<file path="config.mk">
export PLATFORM = sky130hd
export DESIGN_NAME = qbp_port
export DESIGN_NICKNAME = d
export VERILOG_FILES = /design/src/rtl/qbp_pkg.sv /design/src/rtl/qbp_latch.sv /design/src/rtl/qbp_sync.sv /design/src/rtl/qbp_pin_drv.sv /design/src/rtl/qbp_port.sv
export SDC_FILE = /design/constraint.sdc
export NUM_CORES = 1
export LEC_CHECK = 0
export BUFFER_PORTS_ARGS = -buffer_cell sky130_fd_sc_hd__buf_2
export CORE_ASPECT_RATIO = 0.8
export CORE_MARGIN = 2
export CORE_UTILIZATION = 54
export CTS_CLUSTER_DIAMETER = 40
export DETAILED_ROUTE_END_ITERATION = 8
export PLACE_DENSITY = 0.84
export SLEW_MARGIN = 10
export SYNTH_ARGS = -nofsm -noshare
export SYNTH_HDL_FRONTEND = slang
export SYNTH_SLANG_ARGS = --single-unit
</file>
<file path="constraint.sdc">
create_clock -name clk -period 1.9 [get_ports clk]
set_input_delay 0.19 -clock clk [delete_from_list [all_inputs] [get_ports clk]]
set_output_delay 0.19 -clock clk [all_outputs]
set_load 0.02 [all_outputs]
</file>
<file path="src/rtl/qbp_pkg.sv">
package qbp_pkg;
  typedef struct packed {
    logic pd;   // strong pulldown
    logic spu;  // momentary strong pullup
    logic wpu;  // weak sustaining pullup
  } pad_ctrl_t;
endpackage

</file>
<file path="src/rtl/qbp_latch.sv">
module qbp_latch #(
  parameter int W = 8
) (
  input  logic         clk,
  input  logic         rst_n,
  input  logic         wr_en,
  input  logic [W-1:0] wr_data,
  output logic [W-1:0] latch_q
);
  always_ff @(posedge clk or negedge rst_n) begin
    if (!rst_n)     latch_q <= '1;
    else if (wr_en) latch_q <= wr_data;
  end


  latch_load_chk: assert property (@(posedge clk) disable iff (!rst_n)
    wr_en |=> latch_q == $past(wr_data));


  latch_rst_chk: assert property (@(posedge clk) disable iff (!rst_n)
    $rose(rst_n) |-> latch_q == '1);
endmodule

</file>
<file path="src/rtl/qbp_sync.sv">
module qbp_sync #(
  parameter int W      = 8,
  parameter int STAGES = 2
) (
  input  logic         clk,
  input  logic         rst_n,
  input  logic [W-1:0] d,
  output logic [W-1:0] q
);
  logic [W-1:0] stg [STAGES];

  always_ff @(posedge clk or negedge rst_n) begin
    if (!rst_n) stg[0] <= '1;
    else        stg[0] <= d;
  end

  for (genvar s = 1; s < STAGES; s++) begin : g_stage
    always_ff @(posedge clk or negedge rst_n) begin
      if (!rst_n) stg[s] <= '1;
      else        stg[s] <= stg[s-1];
    end
  end

  assign q = stg[STAGES-1];

  if (STAGES == 2) begin : g_lat_chk
    logic [1:0] warm_q;
    always_ff @(posedge clk or negedge rst_n) begin
      if (!rst_n)               warm_q <= '0;
      else if (warm_q != 2'd2)  warm_q <= warm_q + 2'd1;
    end

    sync_lat_chk: assert property (@(posedge clk) disable iff (!rst_n)
      (warm_q == 2'd2) |-> q == $past(d, 2));
  end
endmodule

</file>
<file path="src/rtl/qbp_pin_drv.sv">
module qbp_pin_drv
  import qbp_pkg::*;
#(
  parameter int BOOST_CYC = 2
) (
  input  logic      clk,
  input  logic      rst_n,
  input  logic      drive_val,
  output pad_ctrl_t ctrl
);
  localparam int CW = $clog2(BOOST_CYC + 1);

  logic          prev_q;
  logic [CW-1:0] left_q;
  logic          rise;

  assign rise = drive_val & ~prev_q;

  always_ff @(posedge clk or negedge rst_n) begin
    if (!rst_n) begin
      prev_q <= 1'b1;
      left_q <= '0;
    end else begin
      prev_q <= drive_val;
      if (!drive_val)        left_q <= '0;
      else if (rise)         left_q <= CW'(BOOST_CYC - 1);
      else if (left_q != '0) left_q <= left_q - 1'b1;
    end
  end

  always_comb begin
    ctrl.pd  = ~drive_val;
    ctrl.spu = drive_val & (rise | (left_q != '0));
    ctrl.wpu = drive_val & ~ctrl.spu;
  end

  // consecutive boost cycles, for the pulse-length check
  logic [CW-1:0] run_q;
  always_ff @(posedge clk or negedge rst_n) begin
    if (!rst_n)        run_q <= '0;
    else if (!ctrl.spu) run_q <= '0;
    else if (run_q != CW'(BOOST_CYC)) run_q <= run_q + 1'b1;
  end


  no_fight_chk: assert property (@(posedge clk) disable iff (!rst_n)
    !(ctrl.pd && ctrl.spu));


  boost_cap_chk: assert property (@(posedge clk) disable iff (!rst_n)
    ctrl.spu |-> run_q < CW'(BOOST_CYC));


  boost_start_chk: assert property (@(posedge clk) disable iff (!rst_n)
    ($past(ctrl.pd) && drive_val) |-> ctrl.spu);


  pd_hold_chk: assert property (@(posedge clk) disable iff (!rst_n)
    ($past(ctrl.pd) && !drive_val) |-> (ctrl.pd && !ctrl.wpu && !ctrl.spu));
endmodule

</file>
<file path="src/rtl/qbp_port.sv">
module qbp_port
  import qbp_pkg::*;
#(
  parameter int NPINS       = 8,
  parameter int BOOST_CYC   = 2,
  parameter int SYNC_STAGES = 2
) (
  input  logic             clk,
  input  logic             rst_n,
  input  logic             wr_en,
  input  logic [NPINS-1:0] wr_data,
  input  logic [NPINS-1:0] alt_sel,
  input  logic [NPINS-1:0] alt_out,
  input  logic [NPINS-1:0] pad_in,
  output logic [NPINS-1:0] pull_dn_en,
  output logic [NPINS-1:0] boost_en,
  output logic [NPINS-1:0] weak_up_en,
  output logic [NPINS-1:0] rd_data
);
  logic [NPINS-1:0] latch_q;
  logic [NPINS-1:0] eff;

  qbp_latch #(.W(NPINS)) latch_i (
    .clk(clk), .rst_n(rst_n), .wr_en(wr_en), .wr_data(wr_data), .latch_q(latch_q)
  );

  assign eff = (alt_sel & alt_out) | (~alt_sel & latch_q);

  for (genvar i = 0; i < NPINS; i++) begin : g_pin
    pad_ctrl_t c;
    qbp_pin_drv #(.BOOST_CYC(BOOST_CYC)) drv_i (
      .clk(clk), .rst_n(rst_n), .drive_val(eff[i]), .ctrl(c)
    );
    assign pull_dn_en[i] = c.pd;
    assign boost_en[i]   = c.spu;
    assign weak_up_en[i] = c.wpu;
  end

  qbp_sync #(.W(NPINS), .STAGES(SYNC_STAGES)) sync_i (
    .clk(clk), .rst_n(rst_n), .d(pad_in), .q(rd_data)
  );


  alt_ignore_chk: assert property (@(posedge clk) disable iff (!rst_n)
    (alt_sel != '0 && $past(alt_sel) == alt_sel && $past(alt_out) == alt_out)
      |-> ((pull_dn_en & alt_sel) == $past(pull_dn_en & alt_sel)));


  port_no_fight_chk: assert property (@(posedge clk) disable iff (!rst_n)
    (pull_dn_en & boost_en) == '0);
endmodule

</file>
==> tab_implementation.tex <==
\begin{tabular}{lr}
\hline
Metric & Value \\
\hline
\multicolumn{2}{l}{\textbf{CTS}} \\
\quad Clock insertion delay at the later pin of the skew report & roughly 0.3 ns \\
\quad Number of buffers between clock root and the deepest sink & 2 \\
\quad Number of CTS-inserted buffers & 5 \\
\quad Clock tree root driver cell & sky130\_fd\_sc\_hd\_\_clkbuf\_8 \\
\quad Clock transition at the registers of the reported paths & 0.09 ns \\
\quad Clock tree from TritonCTS & done \\
\quad Clock H-tree levels & 2 \\
\quad Clock tree sinks & 48 \\
\multicolumn{2}{l}{\textbf{STA}} \\
\quad Aggregate negative setup slack & 0 ns \\
\quad Headroom to the max-slew limit & about two thirds \\
\quad Tightest hold margin & 0.114 ns \\
\quad Part of the cycle the worst path needs & 81.1\% \\
\quad Setup repair after global routing missed its margin & no \\
\quad Slew of the pin with the lowest slew margin & around 0.5 ns \\
\quad Max Clk Rate & 649 MHz \\
\quad Setup ws final & $\sim$0.36 ns \\
\quad Count of final setup violators & 0 \\
\quad Final period demand of the worst path & 1.54 ns \\
\quad Worst clock skew & $\sim$0.0054 ns \\
\quad Final-report hold violation count & 0 \\
\quad Final count of pins violating max slew & 0 \\
\multicolumn{2}{l}{\textbf{Routing}} \\
\quad Final ANT Viol Nets & 0 \\
\quad First-pass iteration count of the detailed router & 3 \\
\quad WL met1 & 1600 um \\
\quad DR WL met2 & 1650 um \\
\quad Highest metal layer used by the detailed router & met4 \\
\quad Post-DR wirelength/cell & 12.5 um \\
\quad Total DRC errors in the routed layout & 0 \\
\quad Routed vias & 1379 \\
\quad Avg Vias per Cell & around 4.8 \\
\quad Number of design-rule violations left by the first detailed-router iteration & slightly above 60 \\
\quad Overall routed net length & 3600 um \\
\quad Met3 routed wirelength & 290 um \\
\multicolumn{2}{l}{\textbf{Yosys}} \\
\quad Warnings from Yosys & 0 \\
\quad Commonest register cell after synthesis & sky130\_fd\_sc\_hd\_\_dfstp\_2 \\
\quad Register bit count reported by yosys & 48 \\
\quad Cell taking the most area after synthesis & sky130\_fd\_sc\_hd\_\_dfstp\_2 \\
\quad Synthesized instance count & $\sim$170 \\
\quad Number of flops mapped to enable cells by yosys & 0 \\
\quad Number of library cell types mapped by synthesis & 15 \\
\quad Number of nets in the synthesized netlist & 212 \\
\quad Mean instance size in the synthesized netlist & roughly 12 sq um \\
\quad Main area contributors after synthesis & sky130\_fd\_sc\_hd\_\_dfstp\_2, sky130\_fd\_sc\_hd\_\_dfrtp\_1, sky130\_fd\_sc\_hd\_\_a2111oi\_2 \\
\quad Top cell type's share of synthesized area & approximately 40\% \\
\quad Async set-reset flop share out of synthesis & 100\% \\
\quad Most frequent cells after synthesis & sky130\_fd\_sc\_hd\_\_dfstp\_2, sky130\_fd\_sc\_hd\_\_inv\_1, sky130\_fd\_sc\_hd\_\_a21oi\_1, sky130\_fd\_sc\_hd\_\_dfrtp\_1 \\
\quad Post-synthesis sequential area ratio & 59.3\% \\
\quad Mapped cell area & around 0.0021 sq mm \\
\multicolumn{2}{l}{\textbf{Placed design}} \\
\quad HPWL reported at the end of detailed placement & 2570 um \\
\quad Gp weighted congestion & 0.742 \\
\quad Post-Place Worst Slack & around 0.62 ns \\
\quad Area post-placement & 0.00243 sq mm \\
\quad Buffers on Ports & 66 \\
\multicolumn{2}{l}{\textbf{Worst setup path}} \\
\quad Peak fanout along the critical path & 5 \\
\quad Critical path launch point type & flop \\
\quad Critical path data required time & 1.71 ns \\
\quad Critical path data arrival time & between 1 and 1.5 ns \\
\quad Category of the worst setup path capture point & primary output \\
\quad WP buf/inv & 2 \\
\quad Worst-path cell with the longest stage delay & sky130\_fd\_sc\_hd\_\_dfrtp\_1 \\
\quad Reg-to-reg setup timing slack & around 0.65 ns \\
\quad CP Cell Sequence & inv\_1, ha\_1, nand2\_1, nor2\_1, buf\_2 \\
\quad Critical path's top delay family & flip-flops \\
\quad Highest cell delay on the worst timing path & 0.40 ns \\
\quad Critical path start-end classification & reg2out \\
\multicolumn{2}{l}{\textbf{Power}} \\
\quad Share of total power consumed by net switching & 30.5\% \\
\quad IR Drop Worst-Case VDD & just under 0.7 mV \\
\quad Leakage Power & around 1.3 nW \\
\quad PD cells & 1020 mW/mm\^{}2 \\
\quad Net switching power & 0.000818 W \\
\quad Part of the total power dissipated in combinational logic & 26.3\% \\
\quad Portion of total power attributed to the clock network & between 20\% and 30\% \\
\quad Portion of total power attributed to sequential cells & a little under half \\
\quad Int Power & 0.00187 W \\
\multicolumn{2}{l}{\textbf{Final layout}} \\
\quad Finished layout cell area & 0.00264 sq mm \\
\quad \# diodes & 0 \\
\quad Total number of nets in the final design & 286 \\
\quad Synthesis-to-finish area growth & 26.1\% \\
\quad Fraction of the core area covered by cells at the end of the flow & $\sim$70\% \\
\quad Fraction of final layout cells sized beyond drive strength 1 & 52.0\% \\
\quad Fill count & 272 \\
\multicolumn{2}{l}{\textbf{Die}} \\
\quad Area of the die & approximately 0.0044 sq mm \\
\quad Core area & around 0.0038 sq mm \\
\quad Height of the die & 59.7 um \\
\quad I/O pins & 67 \\
\quad Horizontal extent of the die & 73.6 um \\
\quad Initial core utilization & between 50\% and 60\% \\
\quad Site Rows & 20 \\
\multicolumn{2}{l}{\textbf{Status}} \\
\quad Result of the run & finished clean \\
\multicolumn{2}{l}{\textbf{Hold path}} \\
\quad Hold crit path type & in2reg \\
\multicolumn{2}{l}{\textbf{Global routing}} \\
\quad Number of global-route vias before repair & 1236 \\
\quad Sum of overflow across all layers after global routing & 0 \\
\quad Number of antenna violations at the first check in global routing & 0 \\
\quad Total global-route track usage & 17.9\% \\
\quad First-pass GRT wire length & 5710 um \\
\quad Pin count of the biggest net entering global routing & 27 \\
\multicolumn{2}{l}{\textbf{Run}} \\
\quad \# Max-Cap Violations & 0 \\
\hline
\end{tabular}
==> path summary, 6_finish.rpt <==
path                                          start  cells past startpoint                        to
hold / removal                           wr_data[5]                      2        latch_i.latch_q[5]
setup reg to reg           g_pin[5].drv_i.left_q[0]                      4  g_pin[5].drv_i.left_q[1]
hold reg to reg                      sync_i.stg[15]                      0               sync_i.q[7]
setup / recovery           g_pin[5].drv_i.left_q[0]                      5             weak_up_en[5]
min in group asynchronous                     rst_n                      2  g_pin[6].drv_i.left_q[1]
max in group asynchronous                     rst_n                      3               sync_i.q[2]
==> power by group through the flow <==
stage	Combinational (W)	Clock, W	Sequential [W]
global route	0.000796	0.000815	0.00125
floorplan	0.000513	0	0.00124
detailed placement	0.000698	0	0.00125
CTS	0.000718	0.000762	0.00124
finish	0.000707	0.000742	0.00124
global placement	0.000667	0	0.00125
==> cell families (layout without fill, tap and decap cells) <==
group	after synthesis	in the layout	synth area share [%]
flops	48	48	59.3
buf+inv	41	116	8.85
compound gates	24	24	9.57
simple gates	24	24	5.26
mux	16	16	8.85
fa+ha+maj	8	8	4.78
xor+xnor	8	8	3.35
==> worst reg2reg max path: stages, from the launching register on <==
cell and delay [ns]:
sky130_fd_sc_hd__dfrtp_1 0.37, sky130_fd_sc_hd__inv_1 0.06, sky130_fd_sc_hd__ha_1 0.29, sky130_fd_sc_hd__nor2b_1 0.14
sky130_fd_sc_hd__a2111oi_2 0.29
==> timing repair <==
| item | in CTS | in global routing |
|---|---|---|
| endpoints found under the hold margin | 19 | 0 |
| setup buffers | 0 | 0 |
| resized for setup | 0 | 0 |
| hold buffers | 9 | 0 |
==> layer usage <==
layer | up-vias | track usage [%]
met5 | - | 0
met2 | 50 | 27.6
li1 | 683 | -
met1 | 640 | 23.8
met4 | 0 | 6.23
met3 | 6 | 6.58
==> layout make-up <==
class | count | area, sq um | area share, %
repair buffers | 76 | 440 | 16.7
multi-input cells | 80 | 666 | 25.2
flip-flops and latches | 48 | 1240 | 47.0
clock inverters | 3 | 47.5 | 1.80
well taps | 44 | 55.1 | 2.09
inverters | 32 | 120 | 4.55
clock buffers | 5 | 68.8 | 2.61
==> cell usage in the layout, fill, tap and decap left out, types with 9 or more instances in the layout <==
cell type / synthesis / layout
sky130_fd_sc_hd__buf_2: 1 / 66
sky130_fd_sc_hd__inv_1: 32 / 32
sky130_fd_sc_hd__dfstp_2: 32 / 32
sky130_fd_sc_hd__a21oi_1: 16 / 16
sky130_fd_sc_hd__dfrtp_1: 16 / 16
sky130_fd_sc_hd__dlygate4sd3_1: 0 / 9
==> state kept, by name, summed over array words and instances (netlist names) <==
| register | count |
|---|---|
| g_pin.drv_i.left_q | 16 |
| latch_i.latch_q | 8 |
| sync_i.q | 8 |
| g_pin.drv_i.prev_q | 8 |
| sync_i.stg | 8 |
==> stage by stage <==
| step | power [W] | instances |
|---|---|---|
| after global routing | 0.00286 | 288 |
| after detailed placement | 0.00195 | 271 |
| after CTS | 0.00272 | 288 |
| after floorplan | 0.00175 | 169 |
| after global placement | 0.00192 | 271 |
| final | 0.00269 | 288 |
(Power assumes the default switching activity.)
